**config.mk**
```make
export PLATFORM = sky130hd
export DESIGN_NAME = pm_reset_ctrl
export DESIGN_NICKNAME = d
export VERILOG_FILES = /design/src/rtl/pm_rst_pkg.sv /design/src/rtl/pm_bit_sync.sv /design/src/rtl/pm_por_timer.sv /design/src/rtl/pm_rst_pulse.sv /design/src/rtl/pm_rst_out_sync.sv /design/src/rtl/pm_reset_ctrl.sv
export SDC_FILE = /design/constraint.sdc
export NUM_CORES = 1
export LEC_CHECK = 0
export BUFFER_PORTS_ARGS = -buffer_cell sky130_fd_sc_hd__buf_2
export CAP_MARGIN = 40
export CORE_MARGIN = 2
export CORE_UTILIZATION = 55
export CTS_CLUSTER_DIAMETER = 40
export CTS_CLUSTER_SIZE = 10
export DETAILED_ROUTE_END_ITERATION = 10
export GPL_TIMING_DRIVEN = 0
export PLACE_DENSITY = 0.76
export SYNTH_ARGS = -nofsm -noshare
export SYNTH_HDL_FRONTEND = slang
export SYNTH_SLANG_ARGS = --single-unit
```
**constraint.sdc**
```tcl
create_clock -name clk_i -period 2.3 [get_ports clk_i]
set_input_delay 0.23 -clock clk_i [delete_from_list [all_inputs] [get_ports clk_i]]
set_output_delay 0.23 -clock clk_i [all_outputs]
set_load 0.05 [all_outputs]
```
**src/rtl/pm_rst_pkg.sv**
```systemverilog
package pm_rst_pkg;

  typedef enum logic [1:0] {
    PS_D0U = 2'd0,
    PS_D0A = 2'd1,
    PS_D3H = 2'd2,
    PS_D3C = 2'd3
  } pstate_e;

  // output line index
  localparam int unsigned IDX_WAKE = 0;
  localparam int unsigned IDX_PHY  = 1;
  localparam int unsigned IDX_EEP  = 2;
  localparam int unsigned IDX_CFG  = 3;
  localparam int unsigned IDX_MAC  = 4;
  localparam int unsigned IDX_DMA  = 5;
  localparam int unsigned IDX_SYS  = 6;
  localparam int unsigned IDX_NASR = 7;
  localparam int unsigned IDX_ID   = 8;
  localparam int unsigned NUM_RST  = 9;

  // pulse generator index
  localparam int unsigned PU_HOST   = 0;
  localparam int unsigned PU_D3     = 1;
  localparam int unsigned PU_D3PHY  = 2;
  localparam int unsigned PU_SW     = 3;
  localparam int unsigned PU_PHYREQ = 4;
  localparam int unsigned PU_BCR    = 5;
  localparam int unsigned PU_ENTRY  = 6;
  localparam int unsigned NUM_PULSE = 7;

  typedef struct packed {
    logic por;
    logic host;
    logic d3;
    logic d3phy;
    logic sw;
    logic phy;
  } src_t;

  // reset map: source set -> per-line assert request
  function automatic logic [NUM_RST-1:0] rst_map(src_t s, logic cold_wake);
    logic [NUM_RST-1:0] m;
    logic base;
    base        = s.por | s.host;
    m[IDX_WAKE] = s.por | (s.host & ~cold_wake);
    m[IDX_PHY]  = base | s.d3phy | s.phy;
    m[IDX_EEP]  = base;
    m[IDX_ID]   = base;
    m[IDX_CFG]  = base | s.d3;
    m[IDX_NASR] = base | s.d3;
    m[IDX_MAC]  = base | s.d3 | s.sw;
    m[IDX_DMA]  = base | s.d3 | s.sw;
    m[IDX_SYS]  = base | s.d3 | s.sw;
    return m;
  endfunction

endpackage

```
**src/rtl/pm_bit_sync.sv**
```systemverilog
module pm_bit_sync #(
  parameter logic RST_VAL = 1'b0
) (
  input  logic clk_i,
  input  logic rst_ni,
  input  logic d_i,
  output logic q_o
);
  logic s1_q, s2_q;

  always_ff @(posedge clk_i or negedge rst_ni) begin
    if (!rst_ni) begin
      s1_q <= RST_VAL;
      s2_q <= RST_VAL;
    end else begin
      s1_q <= d_i;
      s2_q <= s1_q;
    end
  end

  assign q_o = s2_q;
endmodule

```
**src/rtl/pm_por_timer.sv**
```systemverilog
module pm_por_timer #(
  parameter int unsigned CYCLES = 16
) (
  input  logic clk_i,
  input  logic rst_ni,
  input  logic supply_ok_i,
  output logic por_o
);
  localparam int unsigned CW = $clog2(CYCLES + 1);
  localparam logic [CW-1:0] CMAX = CW'(CYCLES);

  logic [CW-1:0] cnt_q;
  logic          por_q;

  always_ff @(posedge clk_i or negedge rst_ni) begin
    if (!rst_ni) begin
      cnt_q <= '0;
      por_q <= 1'b1;
    end else if (!supply_ok_i) begin
      cnt_q <= '0;
      por_q <= 1'b1;
    end else if (cnt_q != CMAX) begin
      cnt_q <= cnt_q + 1'b1;
      por_q <= 1'b1;
    end else begin
      por_q <= 1'b0;
    end
  end

  assign por_o = por_q;
endmodule

```
**src/rtl/pm_rst_pulse.sv**
```systemverilog
module pm_rst_pulse #(
  parameter int unsigned LEN = 16
) (
  input  logic clk_i,
  input  logic rst_ni,
  input  logic trig_i,
  output logic act_o
);
  localparam int unsigned CW = $clog2(LEN + 1);
  localparam logic [CW-1:0] LOAD = CW'(LEN - 1);

  logic [CW-1:0] cnt_q;
  logic          act_q;

  always_ff @(posedge clk_i or negedge rst_ni) begin
    if (!rst_ni) begin
      cnt_q <= '0;
      act_q <= 1'b0;
    end else if (trig_i) begin
      cnt_q <= LOAD;
      act_q <= 1'b1;
    end else if (act_q) begin
      if (cnt_q == '0) act_q <= 1'b0;
      else             cnt_q <= cnt_q - 1'b1;
    end
  end

  assign act_o = act_q;
endmodule

```
**src/rtl/pm_rst_out_sync.sv**
```systemverilog
module pm_rst_out_sync (
  input  logic clk_i,
  input  logic arst_ni,
  output logic rst_no
);
  logic s1_q, s2_q;

  // assert async, release after two edges
  always_ff @(posedge clk_i or negedge arst_ni) begin
    if (!arst_ni) begin
      s1_q <= 1'b0;
      s2_q <= 1'b0;
    end else begin
      s1_q <= 1'b1;
      s2_q <= s1_q;
    end
  end

  assign rst_no = s2_q;
endmodule

```
**src/rtl/pm_reset_ctrl.sv**
```systemverilog
module pm_reset_ctrl
  import pm_rst_pkg::*;
#(
  parameter int unsigned CLK_MHZ      = 125,
  parameter int unsigned POR_US       = 21000,
  parameter int unsigned PULSE_CYCLES = 16
) (
  input  logic       clk_i,
  input  logic       rst_ni,
  input  logic       main_pwr_ok_i,
  input  logic       aux_pwr_ok_i,
  input  logic       aux_mode_i,
  input  logic       host_rst_ni,
  input  logic [1:0] pwr_state_i,
  input  logic       cold_wake_en_i,
  input  logic       phy_off_d3_i,
  input  logic       sw_rst_set_i,
  input  logic       phy_rst_set_i,
  input  logic       phy_bcr_wr_i,
  input  logic       phy_bcr_bit15_i,
  output logic       sw_pend_o,
  output logic       phy_pend_o,
  output logic       wake_rst_no,
  output logic       phy_rst_no,
  output logic       eep_rst_no,
  output logic       cfg_rst_no,
  output logic       mac_rst_no,
  output logic       dma_rst_no,
  output logic       sysreg_rst_no,
  output logic       nasr_rst_no,
  output logic       id_rst_no
);
  localparam int unsigned POR_CYCLES = CLK_MHZ * POR_US;

  logic main_ok_s, aux_ok_s, host_s, supply_ok, por_act;

  pm_bit_sync #(.RST_VAL(1'b0)) u_sync_main (
    .clk_i(clk_i), .rst_ni(rst_ni), .d_i(main_pwr_ok_i), .q_o(main_ok_s));
  pm_bit_sync #(.RST_VAL(1'b0)) u_sync_aux (
    .clk_i(clk_i), .rst_ni(rst_ni), .d_i(aux_pwr_ok_i), .q_o(aux_ok_s));
  pm_bit_sync #(.RST_VAL(1'b1)) u_sync_host (
    .clk_i(clk_i), .rst_ni(rst_ni), .d_i(host_rst_ni), .q_o(host_s));

  assign supply_ok = aux_mode_i ? aux_ok_s : main_ok_s;

  pm_por_timer #(.CYCLES(POR_CYCLES)) u_por (
    .clk_i(clk_i), .rst_ni(rst_ni), .supply_ok_i(supply_ok), .por_o(por_act));

  pstate_e st, st_q;
  logic    in_d0, in_d3;
  logic    host_q, host_lvl_q, phy_flag_q;
  logic    host_rise, d3_exit, d3_entry, d3_leave;

  assign st    = pstate_e'(pwr_state_i);
  assign in_d0 = (st == PS_D0U) || (st == PS_D0A);
  assign in_d3 = !in_d0;

  always_ff @(posedge clk_i or negedge rst_ni) begin
    if (!rst_ni) begin
      host_q     <= 1'b1;
      host_lvl_q <= 1'b0;
      st_q       <= PS_D0U;
    end else begin
      host_q     <= host_s;
      host_lvl_q <= !host_s && in_d0;
      st_q       <= st;
    end
  end

  assign host_rise = host_s && !host_q && in_d3;
  assign d3_entry  = (st_q != PS_D3H) && (st == PS_D3H);
  assign d3_leave  = (st_q == PS_D3H) && (st != PS_D3H);
  assign d3_exit   = (st_q == PS_D3H) && (st == PS_D0U);

  // remembers whether the PHY was reset on entry to D3 hot
  always_ff @(posedge clk_i or negedge rst_ni) begin
    if (!rst_ni)        phy_flag_q <= 1'b0;
    else if (por_act)   phy_flag_q <= 1'b0;
    else if (d3_entry)  phy_flag_q <= phy_off_d3_i;
    else if (d3_leave)  phy_flag_q <= 1'b0;
  end

  logic [NUM_PULSE-1:0] trig, act;

  assign trig[PU_HOST]   = host_rise;
  assign trig[PU_D3]     = d3_exit;
  assign trig[PU_D3PHY]  = d3_exit && phy_flag_q;
  assign trig[PU_SW]     = sw_rst_set_i;
  assign trig[PU_PHYREQ] = phy_rst_set_i;
  assign trig[PU_BCR]    = phy_bcr_wr_i && phy_bcr_bit15_i;
  assign trig[PU_ENTRY]  = d3_entry && phy_off_d3_i;

  for (genvar g = 0; g < NUM_PULSE; g++) begin : g_pulse
    pm_rst_pulse #(.LEN(PULSE_CYCLES)) u_pulse (
      .clk_i(clk_i), .rst_ni(rst_ni), .trig_i(trig[g]), .act_o(act[g]));
  end

  src_t              src;
  logic [NUM_RST-1:0] rst_req, arst_n, rst_n;

  always_comb begin
    src.por   = por_act;
    src.host  = host_lvl_q | act[PU_HOST];
    src.d3    = act[PU_D3];
    src.d3phy = act[PU_D3PHY];
    src.sw    = act[PU_SW];
    src.phy   = act[PU_PHYREQ] | act[PU_BCR] | act[PU_ENTRY];
  end

  assign rst_req = rst_map(src, cold_wake_en_i);

  for (genvar g = 0; g < NUM_RST; g++) begin : g_out
    assign arst_n[g] = rst_ni & ~rst_req[g];
    pm_rst_out_sync u_osync (
      .clk_i(clk_i), .arst_ni(arst_n[g]), .rst_no(rst_n[g]));
  end

  assign wake_rst_no   = rst_n[IDX_WAKE];
  assign phy_rst_no    = rst_n[IDX_PHY];
  assign eep_rst_no    = rst_n[IDX_EEP];
  assign cfg_rst_no    = rst_n[IDX_CFG];
  assign mac_rst_no    = rst_n[IDX_MAC];
  assign dma_rst_no    = rst_n[IDX_DMA];
  assign sysreg_rst_no = rst_n[IDX_SYS];
  assign nasr_rst_no   = rst_n[IDX_NASR];
  assign id_rst_no     = rst_n[IDX_ID];

  assign sw_pend_o  = act[PU_SW];
  assign phy_pend_o = act[PU_PHYREQ];
endmodule

```
==> out/qor.txt, run 1 <==
status = finished clean
cell area after synthesis = 0.00375 sq mm
most frequent CP cell = inv_1
RSZ-0062 raised after global routing = false
Synth area leader = dfrtp_1
Pwr Density = 868 mW/mm^2
initial antenna violation count = 0
vias in the first global route = 2523
TritonCTS Sinks = 86
Critical Path Sink Type = register
Total Power = 3.76 mW
minimum clock period = 1.93 ns
Setup Buffers After CTS = 0
top cells by area, synth = dfrtp_1 (55%), xnor2_1 (5.1%), nand2_1 (3.8%)
Crit path largest cell delay = 0.62 ns
Final Max Tran Viols = 0
synth cell count leaders = dfrtp_1 (82), nand2_1 (38), nor2_1 (34)
Vias = 2524
Max Clk Rate = 519 MHz
CTS tree = built
crit-path cells = inv_1, ha_1, inv_1, o41ai_2, nor3_1, or3_1
Tcrit/Tclk final = 83.8%
fill count = 522
ys async rst share = 100%
post-synth cell types = 41
Core Area = 0.00668 sq mm
Worst EP arrival = 2.17 ns
clk buf depth = 2
H-tree Lvls = 3
VDD IR max = 0.339 mV
post-synthesis sequential element count = 86
Total Nets Final = 417
Syn Area/Cell = 10.9 sq um
CP startpoint kind = register
Tot GR Track Use = 18.7%
clk root buf = clkbuf_8
Primary FF master, synth = dfrtp_1
layout cells sized above 1 = 16.9%
Setup CP Type = register to register
CP max-delay cell = o41ai_2
grt ovf = 0
I/O pin cnt = 25
post-route ant nets = 0
CTS buffer count = 9
Crit path required time = 2.54 ns
Via density = 5.29
wire per inst = 13.1 microns
largest net degree at the start of global routing = 53
worst slew pin tran = 0.675 ns
Total Routed Length = 6230 microns
area occupied by multi-input gates = 0.00147 sq mm
worst-skew pair later-pin latency = 0.35 ns
critical path peak fanout = 6
Pre-Repair DR Iteration Count = 4
EDFF count, synth = 0
DRT iter0 DRCs = 120
DRC viols = 0
worst hold path type = input pin to register
Placed Cells = 455
first-pass GRT wire length = 11000 microns
Final setup viols = 0
Die X = 86.6 microns
Die Footprint = 0.00750 sq mm
# diodes = 0
max-cap viol count = 0
leakage = 1.97 nW
register area share after synthesis = 57.5%
chip height = 86.6 microns
yosys warns = 0
Final Hold Fails = 0
Core Rows = 30
Clock transition at path regs = 0.08 ns
setup TNS = 0 ns
Post-Layout Cell Count = 477
Synth top area share = 54.7%
Initial Util = 56.1%
placed wire-length estimate = 4340 microns
most frequent cell after synthesis = dfrtp_1
synth-to-layout area growth = 15.3%
post-synthesis cell count = 343
PortBufs = 24
FF+latch area = 0.00216 sq mm
GPL Wtd Cong = 0.817
Max-Slew Margin vs Limit = 54.6%
Worst Skew = 0.00826 ns
[report_power, final]
group | internal (mW) | switching [mW]
Clock | 0.637 | 0.527
Sequential | 1.71 | 0.160
Combinational | 0.338 | 0.383
[layout by cell type, fill, tap and decap left out, drive strengths merged, types with 6 or more instances in the layout]
| cell type | count |
|---|---|
| clkbuf | 13 |
| inv | 29 |
| nor4 | 12 |
| nand4 | 6 |
| buf | 33 |
| dfrtp | 82 |
| dlygate4sd3 | 6 |
| nand3 | 9 |
| a21oi | 6 |
| xor2 | 13 |
| nor2 | 34 |
| or3 | 8 |
| nand2b | 8 |
| o41ai | 7 |
| nand2 | 38 |
| xnor2 | 22 |
| ha | 10 |
[sequential cells by signal, indices dropped and copies added (netlist names)]
name	flops
g_out.u_osync.rst_no	5
g_out.u_osync.s1_q	5
g_pulse.u_pulse.act_o	7
g_pulse.u_pulse.cnt_q	35
host_lvl_q	1
host_q	1
phy_flag_q	1
st_q	2
u_por.cnt_q	22
u_por.por_o	1
u_sync_aux.q_o	1
u_sync_aux.s1_q	1
u_sync_host.q_o	1
u_sync_host.s1_q	1
u_sync_main.q_o	1
u_sync_main.s1_q	1
[cell families after synthesis]
group | share of synthesized area, %
AND/OR/NAND/NOR | 19.7
flip-flops | 57.5
buffers and inverters | 4.04
XOR/XNOR | 8.17
AO/OA/AOI/OAI | 6.57
adder cells (fa/ha/maj) | 3.34
multiplexers | 0.534
other | 0.100
[metal layers]
metal	up-vias	wire length (microns)	global-route usage, %
met1	1224	2890	23.7
met3	11	190	2.86
met2	37	3040	31.5
met5	-	0	0
li1	1252	-	-
met4	0	116	8.95
[critical path: cells and delay by family (launching register included)]
kind	cells	cell delay [ns]
AOI/OAI and AO/OA	1	0.62
and+or+nand+nor	2	0.44
DFF	1	0.39
adders and majority gates	1	0.19
buffers and inverters	2	0.18
[metrics by stage]
step	util [%]	setup WS, ns	area (sq um)	hold slack [ns]
6_report	64.7	0.373	4330	0.0357
5_1_grt	64.7	0.164	4330	0.0342
4_1_cts	64.6	0.0231	4310	0.0223
3_5_place_dp	60.3	0.0628	4030	0.145
3_3_place_gp	59.7	0.165	3990	0.134
2_1_floorplan	-	0.398	3770	-0.0656
[worst paths after layout]
check / slack (ns) / startpoint / cells past startpoint / end
max: 0.37 / g_pulse[4].u_pulse.cnt_q[0]$_DFFE_PN0P_ / 6 / g_pulse[4].u_pulse.cnt_q[2]$_DFFE_PN0P_
min: 0.04 / pwr_state_i[1] / 1 / st_q[1]$_DFF_PN0_
max reg2reg: 0.37 / g_pulse[4].u_pulse.cnt_q[0]$_DFFE_PN0P_ / 6 / g_pulse[4].u_pulse.cnt_q[2]$_DFFE_PN0P_
min reg2reg: 0.23 / g_pulse[1].u_pulse.act_o$_DFF_PN0_ / 1 / g_out[3].u_osync.rst_no$_DFF_PN0_
max in group asynchronous: 0.80 / rst_ni / 6 / g_out[6].u_osync.s1_q$_DFF_PN0_
min in group asynchronous: 0.23 / g_pulse[1].u_pulse.act_o$_DFF_PN0_ / 1 / g_out[3].u_osync.rst_no$_DFF_PN0_
[what timing repair did]
item / in CTS / in global routing
hold buffers: 6 / 0
endpoints found under the setup margin: 0 / 2
endpoints found under the hold margin: 28 / 0
resized for setup: 0 / 1
[final cells by class]
class / count / area share, %
repair buffers: 35 / 5.32
clock inverters: 5 / 1.94
clock buffers: 10 / 3.18
inverters: 29 / 2.52
plain buffers: 7 / 0.984
well taps: 80 / 2.31
flip-flops and latches: 86 / 49.9
multi-input cells: 225 / 33.9
Power figures use the tool's default switching activity.
==> run 2, diff against run 1 <==
--- a/config.mk
+++ b/config.mk
@@ -5,6 +5,7 @@
 export SDC_FILE = /design/constraint.sdc
 export NUM_CORES = 1
 export LEC_CHECK = 0
+export ABC_AREA = 1
 export BUFFER_PORTS_ARGS = -buffer_cell sky130_fd_sc_hd__buf_2
 export CAP_MARGIN = 40
 export CORE_MARGIN = 2
==> constraint.sdc (replaced) <==
create_clock -name clk_i -period 1.9 [get_ports clk_i]
set_input_delay 0.19 -clock clk_i [delete_from_list [all_inputs] [get_ports clk_i]]
set_output_delay 0.19 -clock clk_i [all_outputs]
set_load 0.05 [all_outputs]
==> out/qor.txt, run 2 <==
Initial Util = 57.1% (+0.94 points)
ys async rst share = 100% (unchanged)
Synth area leader = dfrtp_1
Max Clk Rate = 607 MHz (+17%)
Reg with most FFs = g_pulse.u_pulse.cnt_q
CP max-delay cell = dfrtp_1
status = finished clean
Critical path origin = g_pulse[5].u_pulse.cnt_q[0]$_DFFE_PN0P_
Via density = 5.14 (-2.9%)
Tot GR Track Use = 21.7% (+3.0 points)
first-pass GRT wire length = 14300 microns (+30%)
placed wire-length estimate = 5910 microns (+36%)
most common cell after layout, fill and taps aside = nand2_1
Primary FF master, synth = dfrtp_1
wire per inst = 12.4 microns (-5.1%)
worst-skew pair later-pin latency = 0.36 ns (about the same)
max reg flops = 35 (unchanged)
Synth top area share = 49.3% (-5.4 points)
Critical Path Sink Type = register
crit path to = g_pulse[5].u_pulse.cnt_q[0]$_DFFE_PN0P_
DRC viols = 0 (unchanged)
Final WS setup = 0.251 ns (-0.121 ns)
yosys warns = 0 (unchanged)
minimum clock period = 1.65 ns (-0.279 ns)
initial antenna violation count = 0 (unchanged)
layout cells sized above 1 = 13.6% (-3.3 points)
PortBufs = 24 (unchanged)
EDFF count, synth = 0 (unchanged)
worst hold path type = input pin to register
Pre-Repair DR Iteration Count = 5 (+1)
Core Area = 0.00729 sq mm (+9.1%)
Core Rows = 31 (+3.3%)
GPL Wtd Cong = 0.938 (+15%)
Crit path largest cell delay = 0.38 ns (-0.24 ns)
CP startpoint kind = register
TritonCTS Sinks = 86 (unchanged)
grt ovf = 0 (unchanged)
Final Max Tran Viols = 0 (unchanged)
clk root buf = clkbuf_8
leakage = 2.28 nW (+16%)
# diodes = 0 (unchanged)
Worst EP arrival = 1.90 ns (-0.27 ns)
most frequent cell after synthesis = nand2_1
critical path peak fanout = 6 (unchanged)
Setup CP Type = register to register
Crit path required time = 2.15 ns (-0.39 ns)
vias in the first global route = 3333 (+32%)
Vias = 3382 (+34%)
Tcrit/Tclk final = 86.8% (+3.0 points)
VDD IR max = 0.474 mV (+40%)
DRT iter0 DRCs = 143 (+19%)
Pwr Density = 984 mW/mm^2 (+13%)
register area share after synthesis = 51.8% (-5.7 points)
RSZ-0062 raised after global routing = false
post-synth cell types = 27 (-34%)
most frequent CP cell = nand2_1
commonest cells after routing, fill and taps aside = nand2_1 (98), inv_1 (87), dfrtp_1 (82), nor2_1 (58), nand3_1 (40)
clk buf depth = 2 (unchanged)
Final setup viols = 0 (unchanged)
CTS buffer count = 9 (unchanged)
CTS tree = built
Reg2Reg Depth = 9 (+3)
top cells by area, synth = dfrtp_1 (49%), nand2_1 (8.8%), inv_1 (7.8%)
post-synthesis sequential element count = 86 (unchanged)
Die Footprint = 0.00828 sq mm (+10%)
synth cell count leaders = nand2_1 (98), inv_1 (87), dfrtp_1 (82)
Total Routed Length = 8160 microns (+31%)
Total Power = 4.65 mW (+24%)
max-cap viol count = 0 (unchanged)
post-synthesis cell count = 507 (+48%)
synth-to-layout area growth = 13.5%
largest net degree at the start of global routing = 52 (-1.9%)
Setup Buffers After CTS = 0 (unchanged)
Syn Area/Cell = 8.21 sq um (-25%)
Clock transition at path regs = 0.09 ns (about the same)
cell area after synthesis = 0.00416 sq mm (+11%)
Total Nets Final = 578 (+39%)
Reg2Reg Capture Point = g_pulse[5].u_pulse.cnt_q[0]$_DFFE_PN0P_
Die X = 91.0 microns (+5.1%)
post-route ant nets = 0 (unchanged)
Final Hold Fails = 0 (unchanged)
H-tree Lvls = 3 (unchanged)
crit-path cells = inv_1, ha_1, inv_1, nor3_1, nand2_1, nand2_1, nand2_1, o21ai_0, o21ai_1
reg2reg start = g_pulse[5].u_pulse.cnt_q[0]$_DFFE_PN0P_
I/O pin cnt = 25 (unchanged)
Worst Skew = 0.0104 ns (+0.00210 ns)
chip height = 91.0 microns (+5.1%)
DP Worst Slack = 0.340 ns (+0.277 ns)
R2R setup slack = 0.25 ns (-0.12 ns)
[run 2: worst max-delay path, delay by kind of cell, from the launching register on]
kind	cells	cell delay, ns
compound gates	2	0.17
buf+inv	2	0.17
flops	1	0.38
simple gates	4	0.60
fa+ha+maj	1	0.21
[run 2: worst min path at each step]
stage                   startpoint                                       to  slack (ns)  cells past startpoint
CTS                  phy_rst_set_i  g_pulse[4].u_pulse.cnt_q[1]$_DFFE_PN0P_        0.04                      3
global route         phy_rst_set_i  g_pulse[4].u_pulse.cnt_q[1]$_DFFE_PN0P_        0.06                      3
detailed placement  cold_wake_en_i          g_out[0].u_osync.s1_q$_DFF_PN0_        0.08                      3
finish                sw_rst_set_i  g_pulse[3].u_pulse.cnt_q[1]$_DFFE_PN0P_        0.07                      3
floorplan                   rst_ni       g_pulse[0].u_pulse.act_o$_DFF_PN0_       -0.11                      0
global placement    cold_wake_en_i          g_out[0].u_osync.s1_q$_DFF_PN0_        0.07                      3
[run 2: layout make-up]
type                    instances  area [sq um]
flip-flops and latches         86          2160
plain buffers                   8          52.6
clock inverters                 7          80.1
clock buffers                   9           124
well taps                      99           124
multi-input cells             328          1630
fillers                       652          2570
inverters                      89           334
repair buffers                 32           220
[run 2: metrics by stage]
stage / TNS (ns) / std cells / hold WS, ns / util, % / cell area, sq um
after CTS: 0 / 658 / 0.0441 / 64.8 / 4730
after floorplan: 0 / 511 / -0.106 / - / 4180
after detailed placement: 0 / 635 / 0.0828 / 61.1 / 4450
after global routing: 0 / 658 / 0.0605 / 64.8 / 4730
after global placement: -1.19 / 634 / 0.0729 / 60.6 / 4420
final: 0 / 658 / 0.0684 / 64.8 / 4730
[run 2: timing repair]
item                                    CTS  global route
hold buffers                              7             0
resized for setup                         0             0
hold endpoints to repair                 30             0
endpoints found under the setup margin    0             0
[run 2: logic make-up after synthesis]
kind of cell	share of synthesized area (%)
AND/OR/NAND/NOR	27.4
buffers and inverters	9.29
flip-flops	51.8
AO/OA/AOI/OAI	7.60
adder cells (fa/ha/maj)	3.01
XOR/XNOR	0.842
other	0.0901
[run 2: power by group]
group | internal (mW) | leakage, nW | total (mW) | switching (mW)
Clock | 0.626 | 0.102 | 1.33 | 0.704
Combinational | 0.363 | 1.14 | 1.02 | 0.655
Sequential | 2.12 | 1.05 | 2.30 | 0.180
[run 2: layer usage]
metal	share of wire [%]	vias up	track usage (%)
met5	0	-	0
li1	-	1707	-
met2	49	77	36.8
met4	2.6	0	10.6
met3	4.0	16	4.73
met1	45	1582	26.3
